--- config.mk ---
export PLATFORM = sky130hd
export DESIGN_NAME = xrom_cfg_decode
export DESIGN_NICKNAME = d
export VERILOG_FILES = /design/src/rtl/xrom_pkg.sv /design/src/rtl/xrom_subsys_regs.sv /design/src/rtl/xrom_base_reg.sv /design/src/rtl/xrom_window_cmp.sv /design/src/rtl/xrom_cfg_decode.sv
export SDC_FILE = /design/constraint.sdc
export NUM_CORES = 1
export LEC_CHECK = 0
export BUFFER_PORTS_ARGS = -buffer_cell sky130_fd_sc_hd__buf_2
export CORE_ASPECT_RATIO = 1.5
export CORE_MARGIN = 1
export CORE_UTILIZATION = 45
export CTS_CLUSTER_SIZE = 24
export DETAILED_ROUTE_END_ITERATION = 7
export HOLD_SLACK_MARGIN = 0.1
export PLACE_DENSITY = 0.8
export SLEW_MARGIN = 20
export SYNTH_ARGS = -nofsm -noshare
export SYNTH_HDL_FRONTEND = slang
export SYNTH_HIERARCHICAL = 1
export SYNTH_SLANG_ARGS = --single-unit
--- constraint.sdc ---
create_clock -name clk_i -period 3 [get_ports clk_i]
set_clock_uncertainty 0.1 [all_clocks]
set_input_delay 0.6 -clock clk_i [delete_from_list [all_inputs] [get_ports clk_i]]
set_output_delay 0.6 -clock clk_i [all_outputs]
set_load 0.02 [all_outputs]
--- src/rtl/xrom_pkg.sv ---
package xrom_pkg;
  localparam int CMD_W = 4;
  localparam logic [CMD_W-1:0] CMD_MEM_RD      = 4'h6;
  localparam logic [CMD_W-1:0] CMD_MEM_RD_LINE = 4'hE;
  localparam logic [CMD_W-1:0] CMD_MEM_RD_MULT = 4'hC;

  function automatic logic is_rom_cmd(input logic [CMD_W-1:0] cmd);
    return (cmd == CMD_MEM_RD) || (cmd == CMD_MEM_RD_LINE) || (cmd == CMD_MEM_RD_MULT);
  endfunction
endpackage

--- src/rtl/xrom_subsys_regs.sv ---
module xrom_subsys_regs #(
  parameter int ID_W = 16
) (
  input  logic            clk_i,
  input  logic            rst_ni,
  input  logic            ld_i,
  input  logic            ld_sel_i,
  input  logic [ID_W-1:0] ld_data_i,
  output logic [ID_W-1:0] vend_o,
  output logic [ID_W-1:0] subsys_o
);
  logic [ID_W-1:0] vend_q, subsys_q;

  always_ff @(posedge clk_i or negedge rst_ni) begin
    if (!rst_ni) begin
      vend_q   <= '0;
      subsys_q <= '0;
    end else if (ld_i) begin
      if (ld_sel_i) subsys_q <= ld_data_i;
      else          vend_q   <= ld_data_i;
    end
  end

  assign vend_o   = vend_q;
  assign subsys_o = subsys_q;

  assert_ld_target_R2: assert property (@(posedge clk_i) disable iff (!rst_ni)
    ld_i && !ld_sel_i |=> vend_q == $past(ld_data_i) && $stable(subsys_q));
endmodule

--- src/rtl/xrom_base_reg.sv ---
module xrom_base_reg #(
  parameter int ADDR_W = 32,
  parameter int BASE_W = 12
) (
  input  logic              clk_i,
  input  logic              rst_ni,
  input  logic              wr_i,
  input  logic [ADDR_W/8-1:0] be_i,
  input  logic [ADDR_W-1:0] wdata_i,
  output logic [BASE_W-1:0] base_o,
  output logic              en_o
);
  localparam int NBYTE = ADDR_W / 8;

  logic [ADDR_W-1:0] bmask;
  logic [BASE_W-1:0] base_q, base_m;
  logic              en_q;

  for (genvar b = 0; b < NBYTE; b++) begin : g_bmask
    assign bmask[b*8 +: 8] = {8{be_i[b]}};
  end

  assign base_m = bmask[ADDR_W-1 -: BASE_W];

  always_ff @(posedge clk_i or negedge rst_ni) begin
    if (!rst_ni) begin
      base_q <= '0;
      en_q   <= 1'b0;
    end else if (wr_i) begin
      base_q <= (base_q & ~base_m) | (wdata_i[ADDR_W-1 -: BASE_W] & base_m);
      if (be_i[0]) en_q <= wdata_i[0];
    end
  end

  logic unused_wdata;
  assign unused_wdata = ^{wdata_i[ADDR_W-BASE_W-1:1], bmask[ADDR_W-BASE_W-1:0]};

  assign base_o = base_q;
  assign en_o   = en_q;

  // only a decoded config write may change the BAR (soft reset never does)
  assert_bar_hold_R10: assert property (@(posedge clk_i) disable iff (!rst_ni)
    !wr_i |=> $stable(base_q) && $stable(en_q));
  assert_en_be_R5: assert property (@(posedge clk_i) disable iff (!rst_ni)
    wr_i && !be_i[0] |=> $stable(en_q));
endmodule

--- src/rtl/xrom_window_cmp.sv ---
module xrom_window_cmp
  import xrom_pkg::*;
#(
  parameter int ADDR_W = 32,
  parameter int BASE_W = 12
) (
  input  logic              clk_i,
  input  logic              rst_ni,
  input  logic              soft_rst_i,
  input  logic              addr_vld_i,
  input  logic [ADDR_W-1:0] bus_addr_i,
  input  logic [CMD_W-1:0]  bus_cmd_i,
  input  logic [BASE_W-1:0] base_i,
  input  logic              rom_en_i,
  input  logic              mem_en_i,
  output logic              claim_o
);
  logic hit, claim_q;

  assign hit = (bus_addr_i[ADDR_W-1 -: BASE_W] == base_i) && is_rom_cmd(bus_cmd_i);

  always_ff @(posedge clk_i or negedge rst_ni) begin
    if (!rst_ni)         claim_q <= 1'b0;
    else if (soft_rst_i) claim_q <= 1'b0;
    else                 claim_q <= addr_vld_i && rom_en_i && mem_en_i && hit;
  end

  logic unused_low;
  assign unused_low = ^bus_addr_i[ADDR_W-BASE_W-1:0];

  assign claim_o = claim_q;

  assert_claim_gate_R7: assert property (@(posedge clk_i) disable iff (!rst_ni)
    claim_q |-> $past(rom_en_i) && $past(mem_en_i) && $past(is_rom_cmd(bus_cmd_i)));
  assert_claim_window_R8: assert property (@(posedge clk_i) disable iff (!rst_ni)
    claim_q |-> $past(bus_addr_i[ADDR_W-1 -: BASE_W]) == $past(base_i));
  assert_claim_pulse_R9: assert property (@(posedge clk_i) disable iff (!rst_ni)
    claim_q |-> $past(addr_vld_i));
  assert_soft_cancel_R10: assert property (@(posedge clk_i) disable iff (!rst_ni)
    soft_rst_i |=> !claim_q);
endmodule

--- src/rtl/xrom_cfg_decode.sv ---
module xrom_cfg_decode
  import xrom_pkg::*;
#(
  parameter int          CFG_AW    = 6,
  parameter int          ID_W      = 16,
  parameter int          BASE_W    = 12,
  parameter logic [5:0]  SSID_DW   = 6'h0B,
  parameter logic [5:0]  ROMBAR_DW = 6'h0C
) (
  input  logic              clk_i,
  input  logic              rst_ni,
  input  logic              soft_rst_i,
  input  logic              cfg_wr_i,
  input  logic [CFG_AW-1:0] cfg_addr_i,
  input  logic [3:0]        cfg_be_i,
  input  logic [31:0]       cfg_wdata_i,
  output logic [31:0]       cfg_rdata_o,
  input  logic              ssid_ld_i,
  input  logic              ssid_ld_sel_i,
  input  logic [ID_W-1:0]   ssid_ld_data_i,
  input  logic              mem_en_i,
  input  logic              addr_vld_i,
  input  logic [31:0]       bus_addr_i,
  input  logic [CMD_W-1:0]  bus_cmd_i,
  output logic              devsel_req_o
);
  localparam int ADDR_W = 32;
  localparam int GAP_W  = ADDR_W - BASE_W - 1;

  logic [ID_W-1:0]   vend, subsys;
  logic [BASE_W-1:0] base;
  logic              rom_en, bar_wr;

  assign bar_wr = cfg_wr_i && (cfg_addr_i == ROMBAR_DW[CFG_AW-1:0]);

  xrom_subsys_regs #(.ID_W(ID_W)) u_ssid (
    .clk_i, .rst_ni,
    .ld_i(ssid_ld_i), .ld_sel_i(ssid_ld_sel_i), .ld_data_i(ssid_ld_data_i),
    .vend_o(vend), .subsys_o(subsys)
  );

  xrom_base_reg #(.ADDR_W(ADDR_W), .BASE_W(BASE_W)) u_bar (
    .clk_i, .rst_ni,
    .wr_i(bar_wr), .be_i(cfg_be_i), .wdata_i(cfg_wdata_i),
    .base_o(base), .en_o(rom_en)
  );

  xrom_window_cmp #(.ADDR_W(ADDR_W), .BASE_W(BASE_W)) u_cmp (
    .clk_i, .rst_ni, .soft_rst_i,
    .addr_vld_i, .bus_addr_i, .bus_cmd_i,
    .base_i(base), .rom_en_i(rom_en), .mem_en_i(mem_en_i),
    .claim_o(devsel_req_o)
  );

  always_comb begin
    cfg_rdata_o = '0;
    if (cfg_addr_i == SSID_DW[CFG_AW-1:0])
      cfg_rdata_o = {{(16-ID_W){1'b0}}, subsys, {(16-ID_W){1'b0}}, vend};
    else if (cfg_addr_i == ROMBAR_DW[CFG_AW-1:0])
      cfg_rdata_o = {base, {GAP_W{1'b0}}, rom_en};
  end

  assert_ssid_ro_R3: assert property (@(posedge clk_i) disable iff (!rst_ni)
    !ssid_ld_i |=> $stable(vend) && $stable(subsys));
  assert_bar_gap_R4: assert property (@(posedge clk_i) disable iff (!rst_ni)
    (cfg_addr_i == ROMBAR_DW[CFG_AW-1:0]) |-> cfg_rdata_o[ADDR_W-BASE_W-1:1] == '0);
endmodule

* After elaboration in Yosys (flattened, before gate mapping)
Cells that the tools add are included.
** Word-level totals
- Input port bits :: 102
- Memory bits (writable) :: 0
- Word-level logic and storage cells :: 29
- Output and inout port bits :: 33
- Bits in latches :: 0
- Memories kept :: 0
- Memory bits (read-only) :: 0
- Bits in registers :: 46
** Operators by class
- Shift-type cells :: 0
- $lt $le $gt $ge :: 0
- Reduce and logical (&&, ||, !) cells :: 10
- Multiplexer cells :: 3
- Bitwise gates (word level) :: 5
- Divide/modulo/power cells :: 0
- Equal/unequal tests :: 6
- $add $sub $neg :: 0
- $mul :: 0
** Operators with widths (number)
- two-way mux 32 bit :: 2
- AND 12 bit :: 2
- == test 12 bit :: 1
- == test 6 x 4 -> 1 bit, second input constant :: 2
- inverter 12 bit :: 1
- bitwise OR 12 bit :: 1
- == test 4 bit, second input constant :: 2
- AND reduction 2 bit :: 3
- logical AND 1 bit :: 5
- == test 4 x 3 -> 1 bit, second input constant :: 1
- logical OR 1 bit :: 2
- two-way mux 1 bit :: 1
- inverter 1 bit :: 1

* Longest topological paths before layout
Gate-level depths: netlist of the first run.
- Depth after elaboration :: 6
- Gate-level depth with buffers :: 6
- Mapped depth without buffers :: 4

* Modules after synthesis
Netlist of the first run, hierarchy kept.
** By module, submodules not included
- xrom_subsys_regs :: cells each 69, instances 1, area each 1252.5 µm², seq. area each 800.8 µm²
- xrom_cfg_decode :: cells each 94, instances 1, area each 738.2 µm², seq. area each 0.0 µm²
- xrom_base_reg :: cells each 29, instances 1, area each 485.5 µm², seq. area each 325.3 µm²
- xrom_window_cmp :: cells each 20, instances 1, area each 183.9 µm², seq. area each 25.0 µm²

* Worst setup path after synthesis of the first run
No wires, ideal clock.
- Path kind :: input to output
- From :: in cfg_addr_i[5]
- To :: out cfg_rdata_o[1]
- Path slack :: 684 ps
- Buffers on the path :: 1
- Arrival time :: 1616 ps
- Stages on the path :: 3
- Required time :: 2300 ps
- Cell sequence :: or3b_1 > buf_6 > nor3_1
** On the way
- Cells in the longest elaborated chain, start to end :: 2
** RTL lines
- start: declaration :: line xrom_cfg_decode.sv:14 : input logic [CFG_AW-1:0] cfg_addr_i,
- == test 6 x 4 -> 1 bit :: line xrom_cfg_decode.sv:57 : if (cfg_addr_i == SSID_DW[CFG_AW-1:0])
- two-way mux 32 bit :: line xrom_cfg_decode.sv:57
- end: declaration :: line xrom_cfg_decode.sv:17 : output logic [31:0] cfg_rdata_o,
Every way passes these cells.

* Final worst setup path of the first run
- From :: in cfg_addr_i[1]
- To :: out cfg_rdata_o[2]
The elaborated chain is that of the path after synthesis.

==> results of run 1 <==
[power groups by stage]
| stage | registers [W] | clock network (W) | logic (W) |
|---|---|---|---|
| after floorplan | 0.000742 | 0 | 0.000192 |
| after global placement | 0.000755 | 0 | 0.000252 |
| after detailed placement | 0.000759 | 0 | 0.000261 |
| after CTS | 0.000748 | 0.000455 | 0.000261 |
| after global routing | 0.000758 | 0.000482 | 0.000283 |
| final | 0.000748 | 0.000442 | 0.000258 |
[Yosys cell counts, types with 2 or more instances]
library cell / number
a21oi_1: 13
buf_2: 4
nand4_1: 3
mux2_4: 10
buf_6: 7
nor3_2: 14
clkbuf_2: 2
inv_1: 19
nand4bb_1: 14
nor3_1: 3
mux2_2: 35
dfrtp_1: 46
nor3_4: 2
nand2_2: 2
xnor2_1: 12
nor2_1: 2
nand2_1: 2
nand4b_1: 14
buf_4: 2
[worst max path at each step]
stage | to | cells after the start | slack (ps) | from
3_5_place_dp | cfg_rdata_o[7] | 4 | 500 | cfg_addr_i[1]
5_1_grt | cfg_rdata_o[3] | 4 | 370 | cfg_addr_i[1]
3_3_place_gp | cfg_rdata_o[2] | 4 | 500 | cfg_addr_i[1]
4_1_cts | cfg_rdata_o[2] | 4 | 490 | cfg_addr_i[1]
6_report | cfg_rdata_o[2] | 4 | 500 | cfg_addr_i[1]
2_1_floorplan | cfg_rdata_o[1] | 3 | 680 | cfg_addr_i[5]
[cells by family (layout without fill, tap and decap cells)]
| logic type | after synthesis | after routing | share of synthesized area |
|---|---|---|---|
| and+or+nand+nor | 61 | 61 | 0.218 |
| AOI/OAI and AO/OA | 13 | 13 | 0.0245 |
| DFF | 46 | 46 | 0.433 |
| xor gates and xnor gates | 12 | 12 | 0.0395 |
| buffers and inverters | 35 | 122 | 0.0809 |
| muxes | 45 | 45 | 0.205 |
[worst max-delay path, cell delays in order]
cell and delay [ps]:
buf_2 360, nand3b_4 390, nor3_1 240, buf_2 200
[metal layers]
metal	up-vias	global-route usage
met2	62	0.313
met1	907	0.221
met4	0	0.0759
met5	-	0
met3	6	0.0284
li1	929	-
[cell type report]
class	instances	share of cell area
multi-input cells	131	0.405
well taps	70	0.0275
repair buffers	95	0.151
inverters	19	0.0224
clock buffers	7	0.0239
flip-flops and latches	46	0.361
clock inverters	1	0.00941
[through the flow]
stage                     worst slack (ps)  cell area, µm²  hold slack, ps
after floorplan                        684            2660             204
after global placement                 504            3080             390
after detailed placement               502            3080             396
after CTS                              491            3190             399
after global routing                   373            3190             233
final                                  495            3190             193
==> qor.yml, run 1 <==
status: "complete, no violations"
dominantRegCellSynth: "dfrtp_1"
max-clock-path-buffers: 2
highest_net_fanout_along_the_worst_path: 28
die_height_um: 96.2
finalHoldViolations: 0
cp_data_required_time_ps: 2300
floorplan.core_area_mm2: 0.00557
gr-total-overflow: 0
antenna_found_initial: 0
fmax_ghz: 0.399
post_cts_resized: 0
topRoutingLayerUsed: "met4"
finalNetCount: 400
worst_setup_path_end_kind: "primary output"
m1WireLength_mm: 2.34
regArea_mm2: 0.00115
netlist-cell-type-count: 25
placed_cells_incl_taps: 361
synth.yosys.seq_area_share: 0.433
synth_enable_flop_cells: 0
initial_utilization: 0.477
filler_cell_count: 504
cts_num_sinks: 46
via_count: 1904
area_of_the_multi_input_gates_mm2: 0.00129
finalNonFillerCells: 369
critPathLaunchType: "input port"
worst_r2r_path_depth: 3
postSynthRegisterBits: 46
grt_pass1_wl_mm: 8.48
power_report.internal_total_w: 0.00109
clock_pin_transition_on_the_worst_setup_and_hold_timing_paths_ps: 80
syn_avg_cell_area_um2: 12.5
syn_area_mm2: 0.00266
period_minus_slack_ps: 2500
synth_area_leaders: "dfrtp_1, mux2_2, nand4bb_1"
reg2reg_setup_slack_ps: 1540
drcViolationCount: 0
worst_pin_slew_ps: 596
hold_path_class: "in -> async"
cts_inserted_buffers: 5
syn_to_final_growth_pct: 19.9
rows: 33
fraction_of_power_consumed_by_the_clock_network: 0.305
r2r-start: "u_bar/en_o$_DFFE_PN0P_"
switching_share: 0.248
initialDrtViolationCount: 86
finish.utilization: 0.572
met2RoutedLength_mm: 2.84
die-width_um: 64.8
hpwlAfterDp_mm: 4.06
routed_wire_length_per_instance_um: 15.0
grt_setup_unrepaired: "false"
power.total_w: 0.00145
total_leakage_power_nw: 1.51
tritoncts: "done"
final_max_slew_viol_count: 0
synth.largest_area_cell: "dfrtp_1"
layout.cells.most_common: "buf_2"
post_cts.repair.setup_buffers: 0
clkLatencyLatePin_ps: 290
synth_async_sr_flop_share: 1.00
die_area_mm2: 0.00623
endpoint_arrival_time_on_the_critical_path_ps: 1800
timing.max_cap.violations: 0
syn_nets: 314
powerDensity_mw_per_mm2: 454
timing.final.setup_violations: 0
p_seq_frac: 0.516
power_switching_w: 0.000358
peakVddDrop_uv: 353
grt_use_total: 0.181
fraction_of_the_cycle_the_final_worst_path_needs: 0.835
timing.setup.tns_ps: 0
grt_pass1_vias: 1783
commonest_cells_after_routing_fill_and_taps_aside: "buf_2, dfrtp_1, mux2_2"
ys.warnings.count: 6
grt_start_max_net_pins: 47
timing.slew.headroom: 0.602
numPortBuffers: 94
antenna-diode-count: 0
netlist.area_leader.share: 0.433
gp_congestion: 0.800
netlist_instances: 212
postCtsHoldBufs: 0
power_frac_comb: 0.179
floorplan.io_pins: 135
r2r_end: "u_cmp/claim_o$_DFF_PN0_"
wl_mm: 5.54
cts_max_level: 2
vias_per_cell: 5.16
setup.worst_path.class: "in -> out"
clock_root_buffer_master: "clkbuf_8"
wl_met3_um: 259
drtPass1Iterations: 4
drive_gt1_frac: 0.559
detail-route-antenna-nets: 0
(Power assumes the default switching activity.)
==> run 2: changes to the inputs <==
Settings changed: CORE_UTILIZATION 45 to 41, PLACE_DENSITY 0.8 to 0.77.
Clock period 3 ns to 2.1 ns, I/O delays scaled along.
==> run 2 against run 1 <==
Clock-buffer cell count is the same. Largest cell class unchanged. Sequential share of layout area down 2.3 points. Combinational power is 55% higher. Die area increased by 9.5%. Design area up 6.9%. Non-clock buffer count up 22. Sequential power increased by 43%. Critical path type unchanged. Cell count increased by 6.8%. First-iteration DRC count up 43%.
==> qor.yml, run 2 (synthesis results as in run 1) <==
status: "complete, no violations"
r2r-start: "u_bar/en_o$_DFFE_PN0P_"
critical_path.top_delay_family: "buffers and inverters"
timing.critical_path.slowest_stage_cell: "or3b_4"
drtPass1Iterations: 4
detail-route-antenna-nets: 0
timing.slew.headroom: 0.640
timing.critical_path.slowest_cell_delay_ps: 390
powerDensity_mw_per_mm2: 582
drcViolationCount: 0
grt_start_max_net_pins: 25
clkLatencyLatePin_ps: 290
reg2reg_setup_slack_ps: 670
antenna-diode-count: 0
finalNetCount: 422
cp_data_required_time_ps: 1580
routed_wire_length_per_instance_um: 15.0
power.total_w: 0.00198
die_height_um: 101
gp_congestion: 0.756
min_to: "u_bar/en_o$_DFFE_PN0P_"
timing.critical_path.cells: "buf_2 > or3b_4 > buf_12 > buf_4 > a21oi_1 > buf_2"
clock_pin_transition_on_the_worst_setup_and_hold_timing_paths_ps: 80
fmax_ghz: 0.484
fraction_of_the_cycle_the_final_worst_path_needs: 0.984
grt_use_total: 0.180
cts_inserted_buffers: 5
worst_setup_path_end_kind: "primary output"
numPortBuffers: 94
whs_ps: 252
vias_per_cell: 5.07
grt_setup_unrepaired: "true"
critPathLaunchType: "input port"
grt_pass1_wl_mm: 9.27
layout.cells.most_common: "buf_2"
hold_path_class: "in -> reg"
timing.setup.tns_ps: 0
r2r_end: "u_cmp/claim_o$_DFF_PN0_"
number_of_cells_on_the_worst_hold_path: 2
floorplan.core_area_mm2: 0.00622
worst_hold_startpoint: "cfg_wdata_i[0]"
drive_gt1_frac: 0.603
wl_mm: 5.92
worst_r2r_path_depth: 3
die_area_mm2: 0.00682
total_leakage_power_nw: 1.61
tritoncts: "done"
gr-total-overflow: 0
period_minus_slack_ps: 2070
antenna_found_initial: 0
grt_pass1_vias: 1941
finalHoldViolations: 0
max-clock-path-buffers: 2
clock_root_buffer_master: "clkbuf_8"
commonest_cells_after_routing_fill_and_taps_aside: "buf_2, dfrtp_1, mux2_2"
die-width_um: 67.8
hpwlAfterDp_mm: 4.49
endpoint_arrival_time_on_the_critical_path_ps: 1550
highest_net_fanout_along_the_worst_path: 18
worst_pin_slew_ps: 540
worstSetupStartpoint: "cfg_addr_i[5]"
via_count: 1998
peakVddDrop_uv: 322
critPathMostFrequentCell: "buf_2"
final_max_slew_viol_count: 0
timing.final.setup_violations: 0
setup.worst_path.class: "in -> out"
cts_num_sinks: 46
rows: 35
timing.critical_path.buf_inv: 4
floorplan.io_pins: 135
initial_utilization: 0.428
cts_max_level: 2
initialDrtViolationCount: 123
timing.max_cap.violations: 0
syn_to_final_growth_pct: 28.2
-- run 2: changes by cell type in the layout (fill, tap and decap cells not counted), sizes merged --
| cell | change |
|---|---|
| buf | +21 |
| bufinv | -1 |
| dlygate4sd3 | +1 |
-- run 2: through the flow --
stage / instances / setup slack, ps / utilization / cell area [µm²]
after global placement: 380 / -0.175 / 0.519 / 3220
after CTS: 390 / 23.0 / 0.537 / 3340
after detailed placement: 380 / -14.4 / 0.519 / 3220
final: 394 / 33.1 / 0.548 / 3410
after floorplan: 212 / 144 / - / 2660
after global routing: 394 / -9.47 / 0.548 / 3410
-- run 2: where the power goes --
group	leakage (nW)	internal, W	switching, W
clock network	0.0383	0.000230	0.000283
logic	1.00	0.000230	0.000171
registers	0.566	0.000997	0.0000712
-- run 2: repair_timing --
item,CTS,global route
hold buffers,1,0
hold endpoints to repair,22,0
gates resized for setup,6,13
gates cloned,0,0
setup endpoints to repair,10,15
setup buffers,2,4
-- run 2: area by class of cell --
cell class | instances | area, µm²
timing repair buffer | 117 | 703
multi-input combinational | 131 | 1320
clock buffer | 7 | 76.3
inverter | 19 | 71.3
sequential | 46 | 1150
tap | 74 | 92.6
fill | 557 | 2810
-- run 2: worst max-delay path by stage --
stage | endpoint | cells past startpoint | slack, ps
4_1_cts | cfg_rdata_o[28] | 6 | 20
6_report | cfg_rdata_o[24] | 6 | 30
3_5_place_dp | cfg_rdata_o[13] | 6 | -10
5_1_grt | cfg_rdata_o[11] | 6 | -9
3_3_place_gp | cfg_rdata_o[28] | 6 | -0.2
2_1_floorplan | cfg_rdata_o[1] | 3 | 140
-- run 2: routing by layer --
layer  vias up  track usage  part of all wire
met3         4       0.0339             0.050
met4         0       0.0442            0.0069
li1        972            -                 -
met2        61        0.317              0.53
met5         -            0                 0
met1       961        0.220              0.42
